**src/rtl/cmd_issuer_pkg.sv**
```systemverilog
package cmd_issuer_pkg;
  typedef enum logic [1:0] {
    ERR_NONE   = 2'd0,
    ERR_NOCARD = 2'd1,
    ERR_CRC    = 2'd2,
    ERR_OTHER  = 2'd3
  } err_class_e;

  typedef enum logic [2:0] {
    ST_IDLE, ST_INIT, ST_FRAME, ST_POLL, ST_TAIL
  } seq_state_e;

  localparam logic [7:0] FILL_BYTE  = 8'hFF;
  localparam logic [7:0] CMD_PREFIX = 8'h40;
  localparam logic [6:0] CRC_POLY   = 7'h09;
  localparam int unsigned FRAME_LEN = 7;

  function automatic logic [6:0] crc7_step(input logic [6:0] c, input logic [7:0] d);
    logic [6:0] r;
    logic fb;
    r = c;
    for (int i = 7; i >= 0; i--) begin
      fb = r[6] ^ d[i];
      r  = {r[5:0], 1'b0};
      if (fb) r = r ^ CRC_POLY;
    end
    return r;
  endfunction

  function automatic err_class_e classify(input logic [7:0] v);
    if (v == FILL_BYTE)        return ERR_NOCARD;
    else if (v[3])             return ERR_CRC;
    else if (|(v & 8'h7E))     return ERR_OTHER;
    else                       return ERR_NONE;
  endfunction
endpackage

```
**src/rtl/cmd_spi_byte_eng.sv**
```systemverilog
module cmd_spi_byte_eng #(
  parameter int unsigned SLOW_HALF = 4,
  parameter int unsigned FAST_HALF = 1
) (
  input  logic       clk_i,
  input  logic       rst_ni,
  input  logic       fast_i,
  input  logic       start_i,
  input  logic [7:0] tx_i,
  input  logic       miso_i,
  output logic       sclk_o,
  output logic       mosi_o,
  output logic       done_o,
  output logic [7:0] rx_o
);
  localparam int unsigned HALF_MAX = (SLOW_HALF > FAST_HALF) ? SLOW_HALF : FAST_HALF;
  localparam int unsigned CW = $clog2(HALF_MAX + 1);

  logic          active_q;
  logic [CW-1:0] hcnt_q;
  logic [CW-1:0] half;
  logic [2:0]    bitc_q;
  logic [7:0]    tx_q, rx_q;
  logic          sclk_q, done_q;

  assign half = fast_i ? CW'(FAST_HALF) : CW'(SLOW_HALF);

  always_ff @(posedge clk_i or negedge rst_ni) begin
    if (!rst_ni) begin
      active_q <= 1'b0;
      hcnt_q   <= '0;
      bitc_q   <= '0;
      tx_q     <= 8'hFF;
      rx_q     <= '0;
      sclk_q   <= 1'b0;
      done_q   <= 1'b0;
    end else begin
      done_q <= 1'b0;
      if (!active_q) begin
        if (start_i) begin
          active_q <= 1'b1;
          tx_q     <= tx_i;
          hcnt_q   <= '0;
          bitc_q   <= '0;
        end
      end else if (hcnt_q == half - CW'(1)) begin
        hcnt_q <= '0;
        if (!sclk_q) begin
          sclk_q <= 1'b1;
          rx_q   <= {rx_q[6:0], miso_i};
        end else begin
          sclk_q <= 1'b0;
          tx_q   <= {tx_q[6:0], 1'b1};
          bitc_q <= bitc_q + 3'd1;
          if (bitc_q == 3'd7) begin
            active_q <= 1'b0;
            done_q   <= 1'b1;
          end
        end
      end else begin
        hcnt_q <= hcnt_q + CW'(1);
      end
    end
  end

  assign sclk_o = sclk_q;
  assign mosi_o = tx_q[7];
  assign done_o = done_q;
  assign rx_o   = rx_q;
endmodule

```
**src/rtl/cmd_crc7_acc.sv**
```systemverilog
module cmd_crc7_acc
  import cmd_issuer_pkg::*;
(
  input  logic       clk_i,
  input  logic       rst_ni,
  input  logic       clear_i,
  input  logic       en_i,
  input  logic [7:0] data_i,
  output logic [6:0] crc_o
);
  logic [6:0] crc_q;

  always_ff @(posedge clk_i or negedge rst_ni) begin
    if (!rst_ni)      crc_q <= '0;
    else if (clear_i) crc_q <= '0;
    else if (en_i)    crc_q <= crc7_step(crc_q, data_i);
  end

  assign crc_o = crc_q;
endmodule

```
**src/rtl/cmd_seq_ctrl.sv**
```systemverilog
module cmd_seq_ctrl
  import cmd_issuer_pkg::*;
#(
  parameter int unsigned INIT_BYTES = 18,
  parameter int unsigned POLL_MAX   = 8
) (
  input  logic        clk_i,
  input  logic        rst_ni,
  input  logic        init_i,
  input  logic        start_i,
  input  logic        fast_i,
  input  logic [5:0]  cmd_idx_i,
  input  logic [31:0] cmd_arg_i,
  input  logic        byte_done_i,
  input  logic [7:0]  rx_i,
  input  logic [6:0]  crc_i,
  output logic        byte_start_o,
  output logic [7:0]  byte_tx_o,
  output logic        rate_fast_o,
  output logic        crc_clr_o,
  output logic        crc_en_o,
  output logic [7:0]  crc_data_o,
  output logic        cs_no,
  output logic        busy_o,
  output logic        done_o,
  output logic [7:0]  r1_o,
  output logic        no_resp_o,
  output logic [1:0]  err_class_o
);
  localparam int unsigned M1 = (INIT_BYTES > POLL_MAX) ? INIT_BYTES : POLL_MAX;
  localparam int unsigned M2 = (M1 > FRAME_LEN) ? M1 : FRAME_LEN;
  localparam int unsigned CNT_W = $clog2(M2 + 1);

  seq_state_e       state_q;
  logic [CNT_W-1:0] cnt_q;
  logic [5:0]       idx_q;
  logic [31:0]      arg_q;
  logic [2:0]       nxt_k;
  logic [7:0]       frame_nxt;
  logic             poll_hit;
  logic [7:0]       res_v;

  always_comb begin
    nxt_k = cnt_q[2:0] + 3'd1;
    unique case (nxt_k)
      3'd1:    frame_nxt = CMD_PREFIX | {2'b00, idx_q};
      3'd2:    frame_nxt = arg_q[31:24];
      3'd3:    frame_nxt = arg_q[23:16];
      3'd4:    frame_nxt = arg_q[15:8];
      3'd5:    frame_nxt = arg_q[7:0];
      3'd6:    frame_nxt = {crc_i, 1'b1};
      default: frame_nxt = FILL_BYTE;
    endcase
    poll_hit = (cnt_q != '0) && !rx_i[7];
    res_v    = poll_hit ? rx_i : FILL_BYTE;
  end

  always_ff @(posedge clk_i or negedge rst_ni) begin
    if (!rst_ni) begin
      state_q      <= ST_IDLE;
      cnt_q        <= '0;
      idx_q        <= '0;
      arg_q        <= '0;
      byte_start_o <= 1'b0;
      byte_tx_o    <= FILL_BYTE;
      rate_fast_o  <= 1'b0;
      crc_clr_o    <= 1'b0;
      crc_en_o     <= 1'b0;
      crc_data_o   <= '0;
      cs_no        <= 1'b1;
      done_o       <= 1'b0;
      r1_o         <= '0;
      no_resp_o    <= 1'b0;
      err_class_o  <= ERR_NONE;
    end else begin
      byte_start_o <= 1'b0;
      crc_clr_o    <= 1'b0;
      crc_en_o     <= 1'b0;
      done_o       <= 1'b0;
      unique case (state_q)
        ST_IDLE: begin
          if (init_i) begin
            state_q      <= ST_INIT;
            cnt_q        <= '0;
            rate_fast_o  <= 1'b0;
            byte_start_o <= 1'b1;
            byte_tx_o    <= FILL_BYTE;
          end else if (start_i) begin
            state_q      <= ST_FRAME;
            cnt_q        <= '0;
            idx_q        <= cmd_idx_i;
            arg_q        <= cmd_arg_i;
            rate_fast_o  <= fast_i;
            crc_clr_o    <= 1'b1;
            cs_no        <= 1'b0;
            byte_start_o <= 1'b1;
            byte_tx_o    <= FILL_BYTE;
          end
        end
        ST_INIT: if (byte_done_i) begin
          if (cnt_q == CNT_W'(INIT_BYTES - 1)) begin
            state_q <= ST_IDLE;
          end else begin
            cnt_q        <= cnt_q + CNT_W'(1);
            byte_start_o <= 1'b1;
            byte_tx_o    <= FILL_BYTE;
          end
        end
        ST_FRAME: if (byte_done_i) begin
          byte_start_o <= 1'b1;
          if (cnt_q == CNT_W'(FRAME_LEN - 1)) begin
            state_q   <= ST_POLL;
            cnt_q     <= '0;
            byte_tx_o <= FILL_BYTE;
          end else begin
            cnt_q     <= cnt_q + CNT_W'(1);
            byte_tx_o <= frame_nxt;
            if (nxt_k <= 3'd5) begin
              crc_en_o   <= 1'b1;
              crc_data_o <= frame_nxt;
            end
          end
        end
        ST_POLL: if (byte_done_i) begin
          byte_start_o <= 1'b1;
          byte_tx_o    <= FILL_BYTE;
          if (poll_hit || cnt_q == CNT_W'(POLL_MAX - 1)) begin
            state_q     <= ST_TAIL;
            r1_o        <= res_v;
            no_resp_o   <= !poll_hit;
            err_class_o <= classify(res_v);
            done_o      <= 1'b1;
          end else begin
            cnt_q <= cnt_q + CNT_W'(1);
          end
        end
        ST_TAIL: if (byte_done_i) begin
          state_q <= ST_IDLE;
          cs_no   <= 1'b1;
        end
        default: state_q <= ST_IDLE;
      endcase
    end
  end

  assign busy_o = (state_q != ST_IDLE);
endmodule

```
**src/rtl/card_cmd_issuer.sv**
```systemverilog
module card_cmd_issuer #(
  parameter int unsigned SLOW_HALF  = 4,
  parameter int unsigned FAST_HALF  = 1,
  parameter int unsigned INIT_BYTES = 18,
  parameter int unsigned POLL_MAX   = 8
) (
  input  logic        clk_i,
  input  logic        rst_ni,
  input  logic        init_i,
  input  logic        start_i,
  input  logic        fast_i,
  input  logic [5:0]  cmd_idx_i,
  input  logic [31:0] cmd_arg_i,
  input  logic        miso_i,
  output logic        sclk_o,
  output logic        mosi_o,
  output logic        cs_no,
  output logic        busy_o,
  output logic        done_o,
  output logic [7:0]  r1_o,
  output logic        no_resp_o,
  output logic [1:0]  err_class_o
);
  logic       byte_start, byte_done, rate_fast;
  logic [7:0] byte_tx, byte_rx;
  logic       crc_clr, crc_en;
  logic [7:0] crc_data;
  logic [6:0] crc_val;

  cmd_seq_ctrl #(
    .INIT_BYTES(INIT_BYTES),
    .POLL_MAX  (POLL_MAX)
  ) i_ctrl (
    .clk_i       (clk_i),
    .rst_ni      (rst_ni),
    .init_i      (init_i),
    .start_i     (start_i),
    .fast_i      (fast_i),
    .cmd_idx_i   (cmd_idx_i),
    .cmd_arg_i   (cmd_arg_i),
    .byte_done_i (byte_done),
    .rx_i        (byte_rx),
    .crc_i       (crc_val),
    .byte_start_o(byte_start),
    .byte_tx_o   (byte_tx),
    .rate_fast_o (rate_fast),
    .crc_clr_o   (crc_clr),
    .crc_en_o    (crc_en),
    .crc_data_o  (crc_data),
    .cs_no       (cs_no),
    .busy_o      (busy_o),
    .done_o      (done_o),
    .r1_o        (r1_o),
    .no_resp_o   (no_resp_o),
    .err_class_o (err_class_o)
  );

  cmd_crc7_acc i_crc (
    .clk_i  (clk_i),
    .rst_ni (rst_ni),
    .clear_i(crc_clr),
    .en_i   (crc_en),
    .data_i (crc_data),
    .crc_o  (crc_val)
  );

  cmd_spi_byte_eng #(
    .SLOW_HALF(SLOW_HALF),
    .FAST_HALF(FAST_HALF)
  ) i_eng (
    .clk_i  (clk_i),
    .rst_ni (rst_ni),
    .fast_i (rate_fast),
    .start_i(byte_start),
    .tx_i   (byte_tx),
    .miso_i (miso_i),
    .sclk_o (sclk_o),
    .mosi_o (mosi_o),
    .done_o (byte_done),
    .rx_o   (byte_rx)
  );
endmodule

```
**config.mk**
```make
export PLATFORM = sky130hd
export DESIGN_NAME = card_cmd_issuer
export DESIGN_NICKNAME = d
export VERILOG_FILES = /design/src/rtl/cmd_issuer_pkg.sv /design/src/rtl/cmd_spi_byte_eng.sv /design/src/rtl/cmd_crc7_acc.sv /design/src/rtl/cmd_seq_ctrl.sv /design/src/rtl/card_cmd_issuer.sv
export SDC_FILE = /design/constraint.sdc
export NUM_CORES = 1
export LEC_CHECK = 0
export BUFFER_PORTS_ARGS = -buffer_cell sky130_fd_sc_hd__buf_2
export CORE_ASPECT_RATIO = 1.75
export CORE_MARGIN = 8
export CORE_UTILIZATION = 30
export DETAILED_ROUTE_END_ITERATION = 12
export SYNTH_ARGS = -nofsm -noshare
export SYNTH_HDL_FRONTEND = slang
export SYNTH_SLANG_ARGS = --single-unit
```
**constraint.sdc**
```tcl
create_clock -name clk_i -period 3 [get_ports clk_i]
set_input_delay 0.45 -clock clk_i [delete_from_list [all_inputs] [get_ports clk_i]]
set_output_delay 0.45 -clock clk_i [all_outputs]
set_load 0.03 [all_outputs]
```
==> flow_metrics.env, run 1 <==
export IMPL_status="finished clean"
export IMPL_grt_max_degree=61
export IMPL_intPower_w=0.003282
export IMPL_setup_violations=0
export IMPL_ir_drop_v=0.0003557
export IMPL_cts_setup_buffers=0
export IMPL_fmax_mhz=396.1
export IMPL_syn_to_final_growth_pct=14.46
export IMPL_die_x_um=114.9
export IMPL_dp_cells=772
export IMPL_cp_max_fo=13
export IMPL_clock_latency_ns=0.35
export IMPL_period_needed_ns=2.525
export IMPL_synth_area_leaders="dfrtp_1 45%, nand2_1 11%, dfstp_2 8.7%"
export IMPL_p_leak_nw=2.833
export IMPL_synth_ff_latch_count=110
export IMPL_start_util_pct=30.46
export IMPL_fin_area_sq_um=5882
export IMPL_antenna_left=0
export IMPL_clockPowerShare_pct=21.6
export IMPL_cp_arrival_ns=2.75
export IMPL_ys_seq_area_share_pct=53.98
export IMPL_wl_met2_um=6599
export IMPL_synth_top_area_cell="dfrtp_1"
export IMPL_worst_pin_slew_ns=0.6765
export IMPL_synth_ff_type="dfrtp_1"
export IMPL_synth_area_sq_um=5139
export IMPL_path_clk_slew_ns=0.07
export IMPL_final_util_pct=34.87
export IMPL_antenna_found_initial=0
export IMPL_numCtsBuffers=9
export IMPL_io_pins=60
export IMPL_clock_sinks=110
export IMPL_synth_top_area_share_pct=45.29
export IMPL_wl_met3_um=398
export IMPL_gp_congestion=0.9196
export IMPL_place_hpwl_um=9318
export IMPL_power_frac_comb_pct=32.1
export IMPL_max_cap_violations=0
export IMPL_post_route_drc_count=0
export IMPL_maxSlewHeadroom_pct=54.90
export IMPL_syn_avg_cell_area_sq_um=10.12
export IMPL_yosysWarnings=0
export IMPL_routedLengthMet1_um=5015
export IMPL_routed_wl_um=12410
export IMPL_io_buffers=59
export IMPL_layout_nets=609
export IMPL_rsz0062_at_grt="no"
export IMPL_critical_path_class="register to register"
export IMPL_grt_pass1_vias=4079
export IMPL_critPathLaunchType="register"
export IMPL_regArea_sq_um=2774
export IMPL_grt_pass1_wl_um=20480
export IMPL_drive_gt1_share_pct=21.07
export IMPL_overflow=0
export IMPL_hold_path_class="input pin to async pin"
export IMPL_vias=3801
export IMPL_required_ns=3.23
export IMPL_swShare_pct=35.94
export IMPL_grt_usage_pct=11.96
export IMPL_final_max_slew_violation_count=0
export IMPL_clockBufferDepth=2
export IMPL_fillers=1767
export IMPL_syn_inst=508
export IMPL_switchingPower_w=0.001841
export IMPL_cts_tree="done"
export IMPL_post_cts_resize_count=0
export IMPL_wl_per_cell_um=15.77
export IMPL_topRoutingLayerUsed="met4"
export IMPL_finalHoldViolations=0
export IMPL_r2r_worst_path_cells=7
export IMPL_core_area_sq_um=16870
export IMPL_die_y_um=189.1
export IMPL_multi_input_area_sq_um=2146
export IMPL_clock_root_buffer="clkbuf_16"
export IMPL_skew_ns=0.008005
export IMPL_dr_pass1_iters=7
export IMPL_fin_setup_tns_ns=0
export IMPL_synth_edf_count=0
export IMPL_viasPerCell=4.830
export IMPL_fin_crit_sh_pct=84.15
export IMPL_synth_cell_types=59
export IMPL_p_seq_share_pct=46.4
export IMPL_fin_cells=787
export IMPL_antenna_cells=0
export IMPL_dieArea_sq_um=21740
export IMPL_fp_row_count=63
export IMPL_postPlaceCellArea_sq_um=5608
export IMPL_syn_nets=561
export IMPL_drtIter0Drc=163
export IMPL_powerDensity_nw_per_um2=871.0
export IMPL_worst_setup_path_end_kind="register"
export IMPL_cts_htree_levels=3
export IMPL_synthArstFlopShare_pct=100.0
export IMPL_power_total_w=0.005123
export IMPL_ctsHoldBuffers=0
final timing paths:
kind                                              from                                to  slack, ns
max reg2reg                i_ctrl.cnt_q[0]$_DFFE_PN0P_  i_ctrl.crc_data_o[2]$_DFFE_PN0P_       0.48
min                                             rst_ni  i_ctrl.crc_data_o[2]$_DFFE_PN0P_       0.15
max                        i_ctrl.cnt_q[0]$_DFFE_PN0P_  i_ctrl.crc_data_o[2]$_DFFE_PN0P_       0.48
min in group clk_i                       cmd_arg_i[21]      i_ctrl.arg_q[21]$_DFFE_PN0P_       0.29
min reg2reg                  i_eng.tx_q[7]$_DFFE_PN1P_         i_eng.tx_q[7]$_DFFE_PN1P_       0.46
max in group asynchronous                       rst_ni   i_ctrl.byte_tx_o[3]$_DFFE_PN1P_       2.09
Yosys cell counts (all sizes together) (3+ instances only):
master  instances
a211oi          4
a21oi          14
a221o           4
a222oi          4
a22oi           6
a32oi           4
and2            5
buf            13
clkbuf         13
dfrtp          93
dfstp          17
ha              9
inv            17
mux2           12
mux2i           4
nand2         150
nand3          11
nor2           25
nor2b           3
nor3            4
o21a            3
o21ai          13
o22a           23
o22ai          10
or3b            3
xnor2          16
xor2            3
state kept, by name, summed over array words and instances (netlist names), 5 cells and up:
signal,count
i_ctrl.idx_q,6
i_eng.rx_o,8
i_ctrl.arg_q,32
i_ctrl.crc_data_o,8
i_ctrl.byte_tx_o,8
i_eng.tx_q,8
i_crc.crc_o,7
i_ctrl.r1_o,8
i_ctrl.cnt_q,5
through the flow:
step | worst slack, ns | hold slack, ns
finish | 0.4754 | 0.1499
global route | 0.3265 | 0.1955
floorplan | 0.7586 | 0.1544
global placement | 0.6265 | 0.4512
detailed placement | 0.5195 | 0.4527
CTS | 0.5010 | 0.1599
power by group through the flow:
stage          logic (W)  registers, W  clock network (W)
2_1_floorplan    0.00124       0.00230                  0
3_3_place_gp     0.00158       0.00238                  0
5_1_grt          0.00183       0.00244            0.00121
3_5_place_dp     0.00165       0.00240                  0
6_report         0.00164       0.00237            0.00111
4_1_cts          0.00166       0.00238            0.00115
routing by layer:
layer / global-route usage (%) / up-vias
met5: 0 / -
met4: 6.660 / 0
met3: 1.914 / 21
met2: 21.13 / 92
met1: 13.18 / 1836
li1: - / 1852
layout make-up:
cell class	instances	area share (%)
tap	227	4.829
sequential	110	47.16
clock buffer	9	3.829
inverter	17	1.085
clock inverter	6	0.8296
multi-input combinational	355	36.48
timing repair buffer	63	5.786
cells by family after synthesis:
family,Yosys count,synth area share (%)
simple gates,212,17.90
flops,110,53.98
compound gates,98,14.58
buf+inv,43,4.261
xor+xnor,20,3.677
mux,16,3.409
fa+ha+maj,9,2.191
worst max-delay path, cell delays in order (launching register included):
cell      delay (ns)
dfrtp_1         0.44
ha_1            0.24
ha_1            0.44
nor2b_1         0.48
o41ai_4         0.13
buf_4           0.18
o21bai_2        0.28
o22a_1          0.21
cell usage in the layout (no fill, tap or decap), drive strengths merged, types with 5 or more instances in the layout:
master,netlist,routed
nand2,150,150
dfrtp,93,93
buf,13,63
nor2,25,25
o22a,23,23
inv,17,18
dfstp,17,17
xnor2,16,16
a21oi,14,14
o21ai,13,13
mux2,12,12
nand3,11,11
o22ai,10,10
ha,9,9
clkbuf,13,9
a22oi,6,6
and2,5,5
(Power assumes the default switching activity.)
==> run 2, diff against run 1 <==
==> constraint.sdc (replaced) <==
create_clock -name clk_i -period 2.6 [get_ports clk_i]
set_input_delay 0.39 -clock clk_i [delete_from_list [all_inputs] [get_ports clk_i]]
set_output_delay 0.39 -clock clk_i [all_outputs]
set_load 0.03 [all_outputs]
==> run 2 against run 1 <==
Against the previous run:
- final area is 1.1% higher
- power is 17% higher
- register-to-register slack lost 0.29 ns
- critical path type unchanged
- critical endpoint unchanged
- largest power group unchanged
==> flow_metrics.env, run 2 (same netlist as run 1, synthesis figures left out) <==
export IMPL_post_cts_resize_count=0
export IMPL_cts_htree_levels=3
export IMPL_grt_pass1_vias=4098
export IMPL_critical_path_depth=6
export IMPL_r2r_start="i_ctrl.cnt_q[0]$_DFFE_PN0P_"
export IMPL_regArea_sq_um=2774
export IMPL_top_register="i_ctrl.arg_q"
export IMPL_mostFrequentLayoutCell="nand2_1"
export IMPL_cp_max_fo=9
export IMPL_clock_sinks=110
export IMPL_critical_path_max_stage_delay_ns=0.48
export IMPL_routed_wl_um=12460
export IMPL_p_leak_nw=2.888
export IMPL_clock_root_buffer="clkbuf_16"
export IMPL_layout_nets=616
export IMPL_fin_cells=795
export IMPL_worst_setup_path_end_kind="register"
export IMPL_worstSetupEndpoint="i_ctrl.crc_data_o[2]$_DFFE_PN0P_"
export IMPL_cts_setup_buffers=0
export IMPL_timing_critical_path_buf_inv=0
export IMPL_dieArea_sq_um=21740
export IMPL_fp_row_count=63
export IMPL_io_buffers=59
export IMPL_r2r_worst_path_cells=6
export IMPL_mostFrequentLayoutCells="149 x nand2_1, 93 x dfrtp_1, 58 x buf_2"
export IMPL_required_ns=2.83
export IMPL_wl_met3_um=429
export IMPL_post_route_drc_count=0
export IMPL_fin_crit_sh_pct=93.02
export IMPL_cpMaxStageDelayCell="nor2b_1"
export IMPL_worst_pin_slew_ns=0.5974
export IMPL_cts_tree="done"
export IMPL_die_y_um=189.1
export IMPL_path_clk_slew_ns=0.08
export IMPL_ir_drop_v=0.0003855
export IMPL_place_hpwl_um=9505
export IMPL_max_cap_violations=0
export IMPL_fillers=1803
export IMPL_dp_cells=779
export IMPL_setup_violations=0
export IMPL_fin_setup_tns_ns=0
export IMPL_grt_pass1_wl_um=20430
export IMPL_clock_latency_ns=0.35
export IMPL_r2r_slack_ns=0.18
export IMPL_wl_per_cell_um=15.68
export IMPL_period_needed_ns=2.419
export IMPL_finalHoldViolations=0
export IMPL_dr_pass1_iters=5
export IMPL_viasPerCell=4.779
export IMPL_skew_ns=0.01194
export IMPL_status="finished clean"
export IMPL_grt_usage_pct=11.88
export IMPL_multi_input_area_sq_um=2146
export IMPL_clockBufferDepth=2
export IMPL_hold_path_class="input pin to async pin"
export IMPL_critical_path_class="register to register"
export IMPL_routedLengthMet1_um=5115
export IMPL_ctsHoldBuffers=0
export IMPL_reg2reg_to="i_ctrl.crc_data_o[2]$_DFFE_PN0P_"
export IMPL_crit_family="compound AO/OA/AOI/OAI gates"
export IMPL_powerDensity_nw_per_um2=1006
export IMPL_antenna_left=0
export IMPL_maxSlewHeadroom_pct=59.61
export IMPL_drtIter0Drc=168
export IMPL_topRoutingLayerUsed="met4"
export IMPL_grt_max_degree=51
export IMPL_numCtsBuffers=9
export IMPL_fmax_mhz=413.5
export IMPL_vias=3799
export IMPL_cp_common_cell="ha_1"
export IMPL_path_cells="ha_1 > ha_1 > nor2b_1 > o41ai_4 > o21bai_2 > o22a_1"
export IMPL_syn_to_final_growth_pct=15.78
export IMPL_overflow=0
export IMPL_antenna_cells=0
export IMPL_critPathLaunch="i_ctrl.cnt_q[0]$_DFFE_PN0P_"
export IMPL_rsz0062_at_grt="no"
export IMPL_gp_congestion=0.8701
export IMPL_start_util_pct=30.46
export IMPL_core_area_sq_um=16870
export IMPL_critPathLaunchType="register"
export IMPL_antenna_found_initial=0
export IMPL_cp_arrival_ns=2.65
export IMPL_final_max_slew_violation_count=0
export IMPL_die_x_um=114.9
export IMPL_wl_met2_um=6417
export IMPL_drive_gt1_share_pct=22.18
export IMPL_io_pins=60
export IMPL_largest_register_ffs=32
==> run 2: how the worst min path moves through the flow <==
| stage | slack, ns | to | cells after the start |
|---|---|---|---|
| 2_1_floorplan | 0.09 | i_crc.crc_o[0]$_DFFE_PN0P_ | 0 |
| 6_report | 0.02 | i_ctrl.arg_q[19]$_DFFE_PN0P_ | 1 |
| 5_1_grt | 0.05 | i_ctrl.arg_q[19]$_DFFE_PN0P_ | 1 |
| 3_3_place_gp | 0.41 | i_ctrl.arg_q[16]$_DFFE_PN0P_ | 1 |
| 3_5_place_dp | 0.42 | i_ctrl.arg_q[27]$_DFFE_PN0P_ | 1 |
| 4_1_cts | 0.04 | i_ctrl.arg_q[27]$_DFFE_PN0P_ | 1 |
==> run 2: area by class of cell <==
cell class	instances	area share, %
Clock buffer	9	3.785
Tap cell	227	4.774
Multi-Input combinational cell	355	36.07
Timing Repair Buffer	70	6.604
Inverter	17	1.073
Sequential cell	110	46.62
Clock inverter	7	1.073
==> run 2: power by group <==
part           switching [W]  internal, W  total, W
sequential          0.000441      0.00231   0.00275
combinational        0.00104     0.000844   0.00189
clock               0.000668     0.000675   0.00134
total                0.00215      0.00383   0.00599
==> run 2: per-stage QoR <==
stage / hold slack, ns / worst slack, ns / cell area [sq um] / utilization [%] / total power, W
floorplan: 0.09441 / 0.3586 / 5139 / - / 0.004081
global placement: 0.4113 / 0.2913 / 5660 / 33.56 / 0.004623
detailed placement: 0.4164 / 0.1548 / 5660 / 33.56 / 0.004697
CTS: 0.03999 / 0.1355 / 5949 / 35.27 / 0.006063
global route: 0.05055 / 0.06085 / 5949 / 35.27 / 0.006419
finish: 0.02371 / 0.1814 / 5949 / 35.27 / 0.005985
==> run 2: layer usage <==
layer,vias up,global-route usage [%]
met2,77,20.72
met5,-,0
met1,1850,13.17
met3,20,2.010
li1,1852,-
met4,0,6.812
==> run 3, diff against run 2 <==
--- a/config.mk
+++ b/config.mk
@@ -9,6 +9,7 @@
 export CORE_ASPECT_RATIO = 1.75
 export CORE_MARGIN = 8
 export CORE_UTILIZATION = 30
+export CTS_CLUSTER_DIAMETER = 80
 export DETAILED_ROUTE_END_ITERATION = 12
 export SYNTH_ARGS = -nofsm -noshare
 export SYNTH_HDL_FRONTEND = slang
==> constraint.sdc (replaced) <==
create_clock -name clk_i -period 2.95 [get_ports clk_i]
set_input_delay 0.4425 -clock clk_i [delete_from_list [all_inputs] [get_ports clk_i]]
set_output_delay 0.4425 -clock clk_i [all_outputs]
set_load 0.03 [all_outputs]
==> run 3 against run 2 <==
Against the previous run:
- critical path depth increased by 1
- flip-flop and latch count is the same
- first-iteration DRC count is 21% higher
- wire length is essentially flat
- setup slack better by 0.23 ns
- worst hold slack better by 0.093 ns
- critical endpoint is now i_ctrl.crc_data_o[7]$_DFFE_PN0P_
- highest routed layer unchanged
==> flow_metrics.env, run 3 (same netlist as run 1, synthesis figures left out) <==
export IMPL_critPathLaunchType="register"
export IMPL_critical_path_max_stage_delay_ns=0.48
export IMPL_die_y_um=189.1
export IMPL_vias=3811
export IMPL_grt_usage_pct=12.02
export IMPL_powerDensity_nw_per_um2=907.1
export IMPL_io_pins=60
export IMPL_mostFrequentLayoutCells="149 x nand2_1, 93 x dfrtp_1, 58 x buf_2"
export IMPL_final_max_slew_violation_count=0
export IMPL_numCtsBuffers=9
export IMPL_intPower_w=0.003447
export IMPL_path_cells="ha_1 > ha_1 > nor2b_1 > o41ai_4 > buf_4 > o21bai_2 > o22a_1"
export IMPL_wl_per_cell_um=15.83
export IMPL_p_leak_nw=2.864
export IMPL_fillers=1740
export IMPL_routed_wl_um=12470
export IMPL_antenna_left=0
export IMPL_fin_area_sq_um=5921
export IMPL_required_ns=3.19
export IMPL_cp_max_fo=13
export IMPL_die_x_um=114.9
export IMPL_fp_row_count=63
export IMPL_finalHoldViolations=0
export IMPL_path_clk_slew_ns=0.09
export IMPL_dieArea_sq_um=21740
export IMPL_core_area_sq_um=16870
export IMPL_syn_to_final_growth_pct=15.22
export IMPL_gp_congestion=0.9867
export IMPL_mostFrequentLayoutCell="nand2_1"
export IMPL_largest_register_ffs=32
export IMPL_overflow=0
export IMPL_whs_ns=0.1164
export IMPL_cts_setup_buffers=0
export IMPL_max_cap_violations=0
export IMPL_critical_path_class="register to register"
export IMPL_grt_pass1_vias=3999
export IMPL_io_buffers=59
export IMPL_start_util_pct=30.46
export IMPL_cp_common_cell="ha_1"
export IMPL_clockBufferDepth=2
export IMPL_swShare_pct=35.82
export IMPL_clock_root_buffer="clkbuf_16"
export IMPL_ctsHoldBuffers=0
export IMPL_cpMaxStageDelayCell="nor2b_1"
export IMPL_dr_pass1_iters=4
export IMPL_cts_htree_levels=3
export IMPL_period_needed_ns=2.543
export IMPL_cp_arrival_ns=2.78
export IMPL_post_route_drc_count=0
export IMPL_skew_ns=0.01477
export IMPL_fmax_mhz=393.2
export IMPL_postPlaceCellArea_sq_um=5608
export IMPL_worst_pin_slew_ns=0.6960
export IMPL_ir_drop_v=0.0003678
export IMPL_timing_critical_path_buf_inv=1
export IMPL_rsz0062_at_grt="no"
export IMPL_drive_gt1_share_pct=21.21
export IMPL_clock_latency_ns=0.36
export IMPL_clock_sinks=110
export IMPL_crit_family="adder cells"
export IMPL_clockPowerShare_pct=23.8
export IMPL_p_seq_share_pct=45.0
export IMPL_cts_tree="done"
export IMPL_place_hpwl_um=9309
export IMPL_fin_crit_sh_pct=86.21
export IMPL_status="finished clean"
export IMPL_post_cts_resize_count=0
export IMPL_drtIter0Drc=204
export IMPL_viasPerCell=4.836
export IMPL_grt_pass1_wl_um=20600
export IMPL_maxSlewHeadroom_pct=53.60
export IMPL_hold_path_class="input pin to async pin"
export IMPL_antenna_found_initial=0
export IMPL_antenna_cells=0
export IMPL_setup_violations=0
export IMPL_switchingPower_w=0.001924
export IMPL_worst_setup_path_end_kind="register"
export IMPL_top_register="i_ctrl.arg_q"
export IMPL_layout_nets=609
export IMPL_fin_setup_tns_ns=0
export IMPL_power_frac_comb_pct=31.3
export IMPL_grt_max_degree=61
## run 3: worst paths after layout
| path | start | slack [ns] | depth (start not counted) | end |
|---|---|---|---|---|
| hold / removal | rst_ni | 0.12 | 1 | i_ctrl.arg_q[16]$_DFFE_PN0P_ |
| setup reg to reg | i_ctrl.cnt_q[0]$_DFFE_PN0P_ | 0.41 | 7 | i_ctrl.crc_data_o[7]$_DFFE_PN0P_ |
| min in group clk_i | cmd_arg_i[1] | 0.28 | 3 | i_ctrl.arg_q[1]$_DFFE_PN0P_ |
| setup / recovery | i_ctrl.cnt_q[0]$_DFFE_PN0P_ | 0.41 | 7 | i_ctrl.crc_data_o[7]$_DFFE_PN0P_ |
| hold reg to reg | i_eng.tx_q[7]$_DFFE_PN1P_ | 0.46 | 2 | i_eng.tx_q[7]$_DFFE_PN1P_ |
| max in group asynchronous | rst_ni | 2.03 | 2 | i_eng.tx_q[1]$_DFFE_PN1P_ |
## run 3: power groups by stage
stage                     Clock, W  Sequential, W  Combinational (W)
final                      0.00128        0.00242            0.00168
after CTS                  0.00131        0.00242            0.00170
after global routing       0.00136        0.00248            0.00188
after global placement           0        0.00242            0.00162
after floorplan                  0        0.00233            0.00126
after detailed placement         0        0.00244            0.00169
## run 3: metrics by stage
| stage | power [W] | std cells | worst slack [ns] | util (%) |
|---|---|---|---|---|
| final | 0.005371 | 788 | 0.4067 | 35.10 |
| after global routing | 0.005728 | 788 | 0.2476 | 35.10 |
| after CTS | 0.005426 | 788 | 0.4357 | 35.10 |
| after detailed placement | 0.004131 | 772 | 0.4475 | 33.24 |
| after global placement | 0.004048 | 772 | 0.5777 | 33.24 |
| after floorplan | 0.003597 | 508 | 0.7086 | - |
## run 3: layer usage
| layer | part of all wire, % | global-route usage, % | wire length, um |
|---|---|---|---|
| met4 | 1.8 | 5.541 | 219 |
| met5 | 0 | 0 | 0 |
| met2 | 53 | 21.40 | 6650 |
| met3 | 4.5 | 1.914 | 559 |
| met1 | 40 | 13.57 | 5042 |
## run 3: cell type report
type                    count  area, sq um  area share [%]
flip-flops and latches    110         2774           46.85
well taps                 227        284.0           4.797
multi-input cells         355         2146           36.24
clock buffers               9        225.2           3.804
clock inverters             7        87.58           1.479
inverters                  17        63.81           1.078
repair buffers             63        340.3           5.748
